<file path="src/rtl/xmem_pkg.sv">
package xmem_pkg;

    typedef enum logic [2:0] {
        PH_IDLE   = 3'd0,
        PH_SETUP  = 3'd1,
        PH_STROBE = 3'd2,
        PH_HOLD   = 3'd3,
        PH_TURN   = 3'd4
    } phase_e;

endpackage

</file>
<file path="src/rtl/xmem_wait_sync.sv">
module xmem_wait_sync #(
    parameter int STAGES = 2
) (
    input  logic clk,
    input  logic rst_n,
    input  logic wait_n_async,
    output logic wait_seen
);
    logic [STAGES-1:0] sync_d, sync_q;

    always_comb begin
        sync_d = {sync_q[STAGES-2:0], wait_n_async};
    end

    always_ff @(posedge clk or negedge rst_n) begin
        if (!rst_n) sync_q <= '1;
        else        sync_q <= sync_d;
    end

    assign wait_seen = ~sync_q[STAGES-1];
endmodule

</file>
<file path="src/rtl/xmem_phase_sel.sv">
module xmem_phase_sel
    import xmem_pkg::*;
#(
    parameter int SETUP_W  = 4,
    parameter int STROBE_W = 6,
    parameter int HOLD_W   = 3,
    parameter int TURN_W   = 2,
    parameter int CNT_W    = 6
) (
    input  logic                is_write,
    input  phase_e              target,
    input  logic [SETUP_W-1:0]  rd_setup,
    input  logic [STROBE_W-1:0] rd_strobe,
    input  logic [HOLD_W-1:0]   rd_hold,
    input  logic [SETUP_W-1:0]  wr_setup,
    input  logic [STROBE_W-1:0] wr_strobe,
    input  logic [HOLD_W-1:0]   wr_hold,
    input  logic [TURN_W-1:0]   turn,
    output logic [CNT_W-1:0]    len_m1
);
    always_comb begin
        unique case (target)
            PH_SETUP:  len_m1 = is_write ? CNT_W'(wr_setup)  : CNT_W'(rd_setup);
            PH_STROBE: len_m1 = is_write ? CNT_W'(wr_strobe) : CNT_W'(rd_strobe);
            PH_HOLD:   len_m1 = is_write ? CNT_W'(wr_hold)   : CNT_W'(rd_hold);
            PH_TURN:   len_m1 = CNT_W'(turn);
            default:   len_m1 = '0;
        endcase
    end
endmodule

</file>
<file path="src/rtl/xmem_async_ctrl.sv">
module xmem_async_ctrl
    import xmem_pkg::*;
#(
    parameter int ADDR_W      = 22,
    parameter int BANK_W      = 2,
    parameter int DATA_W      = 16,
    parameter int NUM_CS      = 2,
    parameter int SETUP_W     = 4,
    parameter int STROBE_W    = 6,
    parameter int HOLD_W      = 3,
    parameter int TURN_W      = 2,
    parameter int MAXW_W      = 8,
    parameter int WAIT_WINDOW = 4,
    parameter int SYNC_STAGES = 2
) (
    input  logic                      clk,
    input  logic                      rst_n,
    input  logic                      req,
    input  logic                      req_write,
    input  logic [$clog2(NUM_CS)-1:0] req_cs,
    input  logic [ADDR_W-1:0]         req_addr,
    input  logic [BANK_W-1:0]         req_bank,
    input  logic [DATA_W-1:0]         req_wdata,
    output logic                      ack,
    output logic                      ack_err,
    output logic [DATA_W-1:0]         rdata,
    output logic                      timeout_flag,
    input  logic [SETUP_W-1:0]        cfg_rd_setup,
    input  logic [STROBE_W-1:0]       cfg_rd_strobe,
    input  logic [HOLD_W-1:0]         cfg_rd_hold,
    input  logic [SETUP_W-1:0]        cfg_wr_setup,
    input  logic [STROBE_W-1:0]       cfg_wr_strobe,
    input  logic [HOLD_W-1:0]         cfg_wr_hold,
    input  logic [TURN_W-1:0]         cfg_turn,
    input  logic [MAXW_W-1:0]         cfg_max_wait,
    output logic [NUM_CS-1:0]         mem_cs_n,
    output logic                      mem_oe_n,
    output logic                      mem_we_n,
    output logic [ADDR_W-1:0]         mem_addr,
    output logic [BANK_W-1:0]         mem_ba,
    output logic [DATA_W-1:0]         mem_dq_out,
    output logic                      mem_dq_oe,
    input  logic [DATA_W-1:0]         mem_dq_in,
    input  logic                      mem_wait_n
);
    localparam int CS_W  = $clog2(NUM_CS);
    localparam int MAX_A = (SETUP_W > STROBE_W) ? SETUP_W : STROBE_W;
    localparam int MAX_B = (HOLD_W > TURN_W) ? HOLD_W : TURN_W;
    localparam int CNT_W = (MAX_A > MAX_B) ? MAX_A : MAX_B;
    localparam logic [CNT_W-1:0] WIN_CNT = CNT_W'(WAIT_WINDOW - 1);

    typedef struct packed {
        phase_e              ph;
        logic [CNT_W-1:0]    cnt;
        logic                ext;
        logic                armed;
        logic [MAXW_W-1:0]   wcnt;
        logic                tmo;
        logic                wr;
        logic [CS_W-1:0]     cs;
        logic [ADDR_W-1:0]   addr;
        logic [BANK_W-1:0]   bank;
        logic [DATA_W-1:0]   wdata;
        logic [DATA_W-1:0]   rdata;
        logic                ack;
        logic                err;
        logic                flag;
    } ctrl_t;

    ctrl_t            ctl_d, ctl_q;
    logic             wait_seen;
    phase_e           tgt_ph;
    logic             tgt_wr;
    logic [CNT_W-1:0] tgt_len;
    logic             launch;
    logic             to_hold;
    logic             in_access;

    xmem_wait_sync #(.STAGES(SYNC_STAGES)) u_wsync (
        .clk          (clk),
        .rst_n        (rst_n),
        .wait_n_async (mem_wait_n),
        .wait_seen    (wait_seen)
    );

    always_comb begin
        unique case (ctl_q.ph)
            PH_SETUP:  tgt_ph = PH_STROBE;
            PH_STROBE: tgt_ph = PH_HOLD;
            PH_HOLD:   tgt_ph = PH_TURN;
            default:   tgt_ph = PH_SETUP;
        endcase
        tgt_wr = (ctl_q.ph == PH_IDLE || ctl_q.ph == PH_TURN) ? req_write : ctl_q.wr;
    end

    xmem_phase_sel #(
        .SETUP_W(SETUP_W), .STROBE_W(STROBE_W), .HOLD_W(HOLD_W),
        .TURN_W(TURN_W), .CNT_W(CNT_W)
    ) u_len (
        .is_write  (tgt_wr),
        .target    (tgt_ph),
        .rd_setup  (cfg_rd_setup),
        .rd_strobe (cfg_rd_strobe),
        .rd_hold   (cfg_rd_hold),
        .wr_setup  (cfg_wr_setup),
        .wr_strobe (cfg_wr_strobe),
        .wr_hold   (cfg_wr_hold),
        .turn      (cfg_turn),
        .len_m1    (tgt_len)
    );

    always_comb begin
        ctl_d     = ctl_q;
        ctl_d.ack = 1'b0;
        ctl_d.err = 1'b0;
        launch    = 1'b0;
        to_hold   = 1'b0;
        unique case (ctl_q.ph)
            PH_IDLE: launch = req;
            PH_SETUP: begin
                if (ctl_q.cnt == '0) begin
                    ctl_d.ph    = PH_STROBE;
                    ctl_d.cnt   = tgt_len;
                    ctl_d.ext   = 1'b0;
                    ctl_d.armed = 1'b0;
                end else begin
                    ctl_d.cnt = ctl_q.cnt - 1'b1;
                end
            end
            PH_STROBE: begin
                if (!ctl_q.ext) begin
                    // window: only waits seen early enough may stretch the strobe
                    if (wait_seen && ctl_q.cnt >= WIN_CNT) ctl_d.armed = 1'b1;
                    if (ctl_q.cnt == '0) begin
                        if (ctl_q.armed) begin
                            ctl_d.ext  = 1'b1;
                            ctl_d.wcnt = cfg_max_wait;
                        end else begin
                            to_hold = 1'b1;
                        end
                    end else begin
                        ctl_d.cnt = ctl_q.cnt - 1'b1;
                    end
                end else if (!wait_seen) begin
                    to_hold = 1'b1;
                end else if (ctl_q.wcnt == '0) begin
                    to_hold   = 1'b1;
                    ctl_d.tmo = 1'b1;
                end else begin
                    ctl_d.wcnt = ctl_q.wcnt - 1'b1;
                end
                if (to_hold) begin
                    ctl_d.ph  = PH_HOLD;
                    ctl_d.cnt = tgt_len;
                    ctl_d.ext = 1'b0;
                    if (!ctl_q.wr) ctl_d.rdata = mem_dq_in;
                end
            end
            PH_HOLD: begin
                if (ctl_q.cnt == '0) begin
                    ctl_d.ph   = PH_TURN;
                    ctl_d.cnt  = tgt_len;
                    ctl_d.ack  = 1'b1;
                    ctl_d.err  = ctl_q.tmo;
                    ctl_d.flag = ctl_q.flag | ctl_q.tmo;
                end else begin
                    ctl_d.cnt = ctl_q.cnt - 1'b1;
                end
            end
            PH_TURN: begin
                if (ctl_q.cnt == '0) begin
                    launch = req;
                    if (!req) ctl_d.ph = PH_IDLE;
                end else begin
                    ctl_d.cnt = ctl_q.cnt - 1'b1;
                end
            end
            default: ctl_d.ph = PH_IDLE;
        endcase
        if (launch) begin
            ctl_d.ph    = PH_SETUP;
            ctl_d.cnt   = tgt_len;
            ctl_d.wr    = req_write;
            ctl_d.cs    = req_cs;
            ctl_d.addr  = req_addr;
            ctl_d.bank  = req_bank;
            ctl_d.wdata = req_wdata;
            ctl_d.tmo   = 1'b0;
        end
    end

    always_ff @(posedge clk or negedge rst_n) begin
        if (!rst_n) ctl_q <= '0;
        else        ctl_q <= ctl_d;
    end

    assign in_access = (ctl_q.ph == PH_SETUP) || (ctl_q.ph == PH_STROBE) || (ctl_q.ph == PH_HOLD);

    for (genvar i = 0; i < NUM_CS; i++) begin : g_cs
        assign mem_cs_n[i] = !(in_access && (ctl_q.cs == CS_W'(i)));
    end

    assign mem_oe_n     = !(ctl_q.ph == PH_STROBE && !ctl_q.wr);
    assign mem_we_n     = !(ctl_q.ph == PH_STROBE && ctl_q.wr);
    assign mem_addr     = ctl_q.addr;
    assign mem_ba       = ctl_q.bank;
    assign mem_dq_out   = ctl_q.wdata;
    assign mem_dq_oe    = in_access && ctl_q.wr;
    assign ack          = ctl_q.ack;
    assign ack_err      = ctl_q.err;
    assign rdata        = ctl_q.rdata;
    assign timeout_flag = ctl_q.flag;

    assert_ack_single_R5: assert property (@(posedge clk) disable iff (!rst_n)
        ack |=> !ack);
    assert_cs_onehot_R6: assert property (@(posedge clk) disable iff (!rst_n)
        $onehot0(~mem_cs_n));
    assert_capture_edge_R7: assert property (@(posedge clk) disable iff (!rst_n)
        (ctl_q.ph == PH_HOLD && $past(ctl_q.ph) == PH_STROBE && !ctl_q.wr)
        |-> (rdata == $past(mem_dq_in)));
    assert_no_drive_on_read_R8: assert property (@(posedge clk) disable iff (!rst_n)
        !(mem_dq_oe && !mem_oe_n));
    assert_err_with_ack_R11: assert property (@(posedge clk) disable iff (!rst_n)
        ack_err |-> ack);
    assert_flag_sticky_R12: assert property (@(posedge clk) disable iff (!rst_n)
        timeout_flag |=> timeout_flag);
endmodule

</file>
<file path="config.mk">
export PLATFORM = sky130hd
export DESIGN_NAME = xmem_async_ctrl
export DESIGN_NICKNAME = d
export VERILOG_FILES = /design/src/rtl/xmem_pkg.sv /design/src/rtl/xmem_wait_sync.sv /design/src/rtl/xmem_phase_sel.sv /design/src/rtl/xmem_async_ctrl.sv
export SDC_FILE = /design/constraint.sdc
export NUM_CORES = 1
export LEC_CHECK = 0
export BUFFER_PORTS_ARGS = -buffer_cell sky130_fd_sc_hd__buf_4
export CAP_MARGIN = 30
export CORE_MARGIN = 2
export CORE_UTILIZATION = 50
export DETAILED_ROUTE_END_ITERATION = 10
export PLACE_DENSITY = 0.89
export SLEW_MARGIN = 5
export SYNTH_ARGS = -nofsm -noshare
export SYNTH_HDL_FRONTEND = slang
export SYNTH_HIERARCHICAL = 1
export SYNTH_SLANG_ARGS = --single-unit
</file>
<file path="constraint.sdc">
create_clock -name clk -period 3.2 [get_ports clk]
set_input_delay 0.16 -clock clk [delete_from_list [all_inputs] [get_ports clk]]
set_output_delay 0.16 -clock clk [all_outputs]
set_load 0.05 [all_outputs]
</file>
### Yosys cells after proc, flatten, opt, wreduce, memory -nomap -nowiden

Cells that the tools add are included.

| word-level totals | value |
|---|---|
| bits in registers | 83 |
| bits of input ports | 98 |
| output and inout port bits | 64 |
| word-level logic and storage cells | 118 |

| cells by class | value |
|---|---|
| $add $sub $neg | 2 |
| $lt $le $gt $ge | 1 |
| equal/unequal tests | 21 |
| multiplexer cells | 41 |
| bitwise gates (word level) | 4 |
| reduce and logical (&&, ||, !) cells | 33 |

Operator list:

| kind | number |
|---|---|
| two-way mux 43 bit | 1 |
| two-way mux 8 bit | 5 |
| case mux 6 bit (4 select lines) | 1 |
| two-way mux 3 bit | 7 |
| two-way mux 6 bit | 3 |
| two-way mux 9 bit | 2 |
| case mux 6 bit (3 select lines) | 1 |
| case mux 3 bit (5 select lines) | 1 |
| two-way mux 1 bit | 14 |
| != test 2 bit, second input constant | 7 |
| == test 3 x 2 -> 1 bit, second input constant | 4 |
| nonzero test 2 bit | 6 |
| two-way mux 10 bit | 1 |
| != test 3 bit, second input constant | 3 |
| case mux 3 bit (3 select lines) | 1 |
| zero test 8 bit | 1 |
| AND reduction 4 bit | 2 |
| subtractor 8 x 1 -> 8 bit, second input constant | 1 |
| == test 3 x 1 -> 1 bit, second input constant | 2 |
| == test 3 bit, second input constant | 2 |
| >= comparator 6 x 2 -> 1 bit, second input constant | 1 |
| logical AND 1 bit | 6 |
| zero test 6 bit | 1 |
| != test 3 x 2 -> 1 bit, second input constant | 2 |
| other kinds (17) | 27 |

### Logic depth before layout (Yosys ltp)

| depth | value |
|---|---|
| word-level depth | 8 |
| gate-level depth with buffers | 12 |
| gate-level depth less buffers | 9 |

### Hierarchy

Netlist, hierarchy kept.

By module, submodules not included:

| module | instances | cells each | area an instance (µm²) | sequential area each (µm²) |
|---|---|---|---|---|
| xmem_async_ctrl | 1 | 364 | 4245.3 | 2026.9 |
| xmem_phase_sel | 1 | 31 | 252.7 | 0.0 |
| xmem_wait_sync | 1 | 3 | 56.3 | 52.6 |

### Worst setup path after synthesis

No wires, ideal clock.

| timing path | value |
|---|---|
| path type | register to register |
| start point | register ctl_q[78] (netlist name) |
| end point | register ctl_q[72] (netlist name) |
| library setup time | 90 ps |
| arrival time | 2245 ps |
| required time | 3110 ps |
| setup slack | 865 ps |
| cell stages (with the launch flop) | 12 |
| path buffers | 3 |
| clock period less this slack | 2335 ps |
| cell sequence | dfrtp_1 buf_2 nor2_1 mux2_2 buf_4 buf_4 mux2i_1 o211ai_1 mux2i_1 a221oi_1 o211ai_1 o221ai_1 |

| between the ends | value |
|---|---|
| word-level cells in the longest chain between the ends | 8 |
| elaborated cells on any way between the ends | 25 |
| classes of those cells | eq/ne (9); mux (11); reduce/logical (5) |

RTL lines:

| item | RTL line | RTL |
|---|---|---|
| from (decl) | xmem_async_ctrl.sv:70 | `ctrl_t ctl_d, ctl_q;` |
| from (signal assigned) | xmem_async_ctrl.sv:194 | `else ctl_q <= ctl_d;` |
| == test 3 bit or zero test 3 bit (tied branches) | xmem_async_ctrl.sv:93 | `tgt_wr = (ctl_q.ph == PH_IDLE \|\| ctl_q.ph == PH_TURN) ? req_write : ctl_q.wr;` |
| logical OR 1 bit (*) | xmem_async_ctrl.sv:93 |  |
| two-way mux 1 bit (*) | xmem_async_ctrl.sv:93 |  |
| net tgt_wr | xmem_async_ctrl.sv:73 | `logic tgt_wr;` |
| two-way mux 3 bit (tied with other cells) | xmem_phase_sel.sv:25 | `PH_HOLD: len_m1 = is_write ? CNT_W'(wr_hold) : CNT_W'(rd_hold);` |
| case mux 6 bit (4 select lines) (*) | xmem_phase_sel.sv:22 | `unique case (target)` |
| net tgt_len[0] | xmem_async_ctrl.sv:74 | `logic [CNT_W-1:0] tgt_len;` |
| two-way mux 6 bit or two-way mux 10 bit (tied branches) | xmem_async_ctrl.sv:121, xmem_async_ctrl.sv:160, xmem_async_ctrl.sv:152 |  |
| case mux 6 bit (3 select lines) | xmem_async_ctrl.sv:118 | `unique case (ctl_q.ph)` |
| two-way mux 9 bit (*) | xmem_async_ctrl.sv:180 | `if (launch) begin` |

Mark *: on every way through the listed nets, which the timed path passes. The rest lies on a longest branch. The select of a mux whose other input is x is not followed.
A chain may end at the register's enable or synchronous reset.

### Worst setup path after layout

| timing path | value |
|---|---|
| start point | register ctl_q[78] (netlist name) |
| end point | register ctl_q[72] (netlist name) |

| between the ends | value |
|---|---|
| elaborated cells on any way between the ends | 25 |
| classes of those cells | eq/ne (9); mux (11); reduce/logical (5) |

RTL lines:

| item | RTL line | RTL |
|---|---|---|
| == test 3 x 2 -> 1 bit or == test 3 x 1 -> 1 bit (tied branches) | xmem_async_ctrl.sv:87 | `unique case (ctl_q.ph)` |
| case mux 3 bit (3 select lines) (*) | xmem_async_ctrl.sv:87 |  |
| net tgt_ph[0] | xmem_async_ctrl.sv:72 | `phase_e tgt_ph;` |
| == test 3 bit (tied with other cells) | xmem_phase_sel.sv:22 |  |
| case mux 6 bit (4 select lines) (*) | xmem_phase_sel.sv:22 |  |
| net tgt_len[0] | xmem_async_ctrl.sv:74 |  |
| two-way mux 6 bit or two-way mux 10 bit (tied branches) | xmem_async_ctrl.sv:121, xmem_async_ctrl.sv:160, xmem_async_ctrl.sv:152 |  |
| case mux 6 bit (3 select lines) | xmem_async_ctrl.sv:118 |  |
| two-way mux 9 bit (*) | xmem_async_ctrl.sv:180 |  |

Marks and branches as above.

==> flow_metrics.py <==
metrics = {
    "logic_synthesis": {
        "synth_area_um2": 4550,
        "synth_cell_types": 60,
        "synthAdderAreaFrac": 0.0110,
        "synth-edff-count": 0,
        "ys_seq_area_frac": 0.457,
        "yosysWarnings": 6,
        "synth_top_family_by_area": "multiplexers",
        "ys_ff_latch": 83,
        "synth-async-reset-ratio": 1.00,
        "synth_fp_nets": 500,
        "synth.avg_cell_area_um2": 11.4,
        "synth_xor_area_frac": 0.00385,
        "synthMuxAreaShare": 0.190,
        "synthFlopType": "dfrtp_1",
        "yosys.area_share.simple": 0.118,
        "synth_compound_area_frac": 0.0951,
        "syn_inst": 398,
    },
    "sta": {
        "clock.fmax_mhz": 365,
        "finalCritPeriodShare": 0.857,
        "whs_ps": 16.6,
        "rsz0062_at_grt": "false",
        "slew_viol_final": 0,
        "relSlewSlack": 0.492,
        "post-route-min-period_ps": 2740,
        "fin_setup_tns_ps": 0,
        "fin_skew_ps": 11.0,
        "worstMarginPinSlew_ps": 761,
        "setup_viol": 0,
        "hold_viol": 0,
    },
    "clocking": {
        "clk_path_buf_depth": 2,
        "ctsResizeCount": 0,
        "clkTransAtPathRegs_ps": 90,
        "cts_tree": "yes",
        "clk_latency_ps": 360,
        "cts-root-buf": "clkbuf_8",
        "htreeDepth": 3,
        "clock_sinks": 83,
        "cts_buffers": 9,
    },
    "floorplanning": {
        "core_um2": 8760,
        "dieHeight_um": 99.4,
        "io_pins": 162,
        "initial_core_util": 0.520,
        "dieArea_um2": 9890,
        "row_count": 34,
        "die_w_um": 99.4,
    },
    "pwr": {
        "comb_power_share": 0.568,
        "power_mw": 5.75,
        "p_int_mw": 2.96,
        "ir_worst_vdd_uv": 454,
        "p_leak_nw": 2.69,
        "switching_share": 0.485,
        "clockPowerShare": 0.121,
        "p_switching_mw": 2.79,
        "power.density_nw_per_um2": 1010,
        "seqPwrFrac": 0.311,
    },
    "worst_setup_path": {
        "arrival_ps": 3000,
        "reg2reg_from": "ctl_q[78]",
        "worst-r2r-cell-count": 8,
        "crit_type": "reg2reg",
        "worstReg2RegEnd": "ctl_q[72]",
        "setup.worst_path.end_class": "register",
        "path_max_fanout": 15,
        "cp.required_ps": 3460,
        "startpoint_type": "register",
        "reg2reg_setup_slack_ps": 460,
    },
    "cells_and_area": {
        "drive_gt1_frac": 0.480,
        "antenna_cells": 0,
        "syn2layout_area_growth_pct": 24.6,
        "finish.utilization": 0.647,
        "nets": 609,
    },
    "routing": {
        "drt_iter0_drc": 152,
        "wl_per_cell_um": 16.5,
        "num_vias": 3399,
        "postRouteAntennaNets": 0,
        "viasPerCell": 5.48,
        "drt-total-wl_mm": 10.2,
        "drc_errors": 0,
        "firstDrtPassIters": 4,
    },
    "place": {
        "portBuffers": 161,
        "gp_congestion": 0.917,
        "dp_hpwl_mm": 7.66,
    },
    "global_routing": {
        "grt-ovfl-total": 0,
        "grt_pass1_vias": 3367,
        "grt_pass1_wl_mm": 16.5,
        "antenna_found_initial": 0,
        "gr-usage-all-layers": 0.210,
        "grt_max_degree": 48,
    },
    "job": {
        "max_cap_violations": 0,
    },
    "worst_hold_path": {
        "hold_depth": 2,
        "hp-start": "mem_dq_in[13]",
        "min_to": "rdata[13]",
        "hold_class": "in2reg",
    },
    "status": {
        "status": "complete, no violations",
    },
}
what timing repair did:
action,4_1_cts,5_1_grt
buffers inserted,0,0
hold endpoints to repair,38,2
hold buffers,5,2
power by group through the flow:
stage	logic [mW]	clock network [mW]	registers [mW]
4_1_cts	3.27	0.708	1.79
6_report	3.27	0.695	1.79
2_1_floorplan	2.90	0	1.69
3_3_place_gp	3.19	0	1.77
3_5_place_dp	3.26	0	1.81
5_1_grt	3.46	0.750	1.85
state kept, by name (all words and copies together) (netlist names):
signal / cells
timeout_flag: 1
u_wsync/sync_q: 2
mem_addr: 22
ack: 1
ack_err: 1
rdata: 16
ctl_q: 22
mem_ba: 2
mem_dq_out: 16
stage by stage:
stage	area, um^2	instances	setup WS (ps)
2_1_floorplan	4550	398	865
3_3_place_gp	5400	596	714
3_5_place_dp	5430	597	569
4_1_cts	5650	618	535
5_1_grt	5670	620	126
6_report	5670	620	459
worst max-delay path, stage by stage, from the launching register on:
cell and delay [ps]:
dfrtp_1 610, nor2b_1 480, inv_1 210, or3b_1 480, o211ai_1 260, mux2i_1 110, a221oi_1 230, o211ai_1 150
o221ai_1 120
worst max-delay path by stage:
stage | end | startpoint
2_1_floorplan | ctl_q[72] | ctl_q[78]
6_report | ctl_q[72] | ctl_q[78]
4_1_cts | ctl_q[72] | ctl_q[78]
5_1_grt | ctl_q[72] | ctl_q[78]
3_5_place_dp | ctl_q[72] | ctl_q[78]
3_3_place_gp | ctl_q[72] | ctl_q[78]
cells in the mapped netlist (3+ instances only):
cell | number | area [um^2]
mux2_2 | 49 | 552
ha_1 | 4 | 50.1
clkbuf_1 | 5 | 18.8
o211ai_1 | 7 | 52.6
dfrtp_1 | 81 | 2030
buf_4 | 60 | 450
o22a_1 | 4 | 35.0
nand3_1 | 6 | 30.0
o311ai_0 | 3 | 26.3
nor2_1 | 16 | 60.1
nor4_1 | 6 | 37.5
buf_6 | 3 | 33.8
nand2_1 | 20 | 75.1
or3b_1 | 3 | 26.3
nand2b_1 | 9 | 56.3
mux2i_1 | 20 | 200
or3_1 | 6 | 37.5
a221o_1 | 3 | 30.0
buf_2 | 6 | 30.0
a21oi_1 | 4 | 20.0
a31oi_1 | 3 | 18.8
mux2_1 | 10 | 113
inv_1 | 10 | 37.5
o21ai_0 | 5 | 25.0
nor3b_1 | 4 | 30.0
and2_1 | 3 | 18.8
a32oi_1 | 4 | 35.0
o22ai_1 | 4 | 25.0
metal layers:
layer  wire length [um]  up-vias  global-route usage
li1                   -     1583                   -
met1               4180     1639               0.267
met2               5190      159               0.366
met3                693       18              0.0330
met4                171        0              0.0706
met5                  0        -                   0
cells by family after synthesis:
logic type,Yosys count
AND/OR/NAND/NOR,92
buffers and inverters,84
flip-flops,83
multiplexers,79
AO/OA/AOI/OAI,54
adder cells (fa/ha/maj),4
XOR/XNOR,2
cell usage in the layout, fill, tap and decap left out, types with 3 or more instances in the layout:
| cell | instances |
|---|---|
| nand2_1 | 20 |
| clkinvlp_4 | 3 |
| dlygate4sd3_1 | 7 |
| nor2_1 | 16 |
| o22a_1 | 4 |
| o21ai_0 | 5 |
| or3_1 | 6 |
| clkbuf_8 | 9 |
| o211ai_1 | 7 |
| dfrtp_1 | 81 |
| o22ai_1 | 4 |
| mux2_1 | 10 |
| inv_1 | 10 |
| ha_1 | 4 |
| a32oi_1 | 4 |
| nor4_1 | 6 |
| buf_4 | 164 |
| and2_1 | 3 |
| mux2_2 | 49 |
| o311ai_0 | 3 |
| nand2b_1 | 9 |
| a31oi_1 | 3 |
| a221o_1 | 3 |
| or3b_1 | 3 |
| mux2i_1 | 20 |
| nand3_1 | 6 |
| a21oi_1 | 4 |
| nor3b_1 | 4 |
cell type report:
| cell class | count | area (um^2) |
|---|---|---|
| clock inverter | 6 | 48.8 |
| timing repair buffer | 172 | 1330 |
| multi-input combinational | 231 | 1920 |
| fill | 652 | 3090 |
| sequential | 83 | 2080 |
| inverter | 10 | 37.5 |
| clock buffer | 10 | 128 |
| tap | 108 | 135 |
Note: power is estimated with default switching activity, not from simulation.
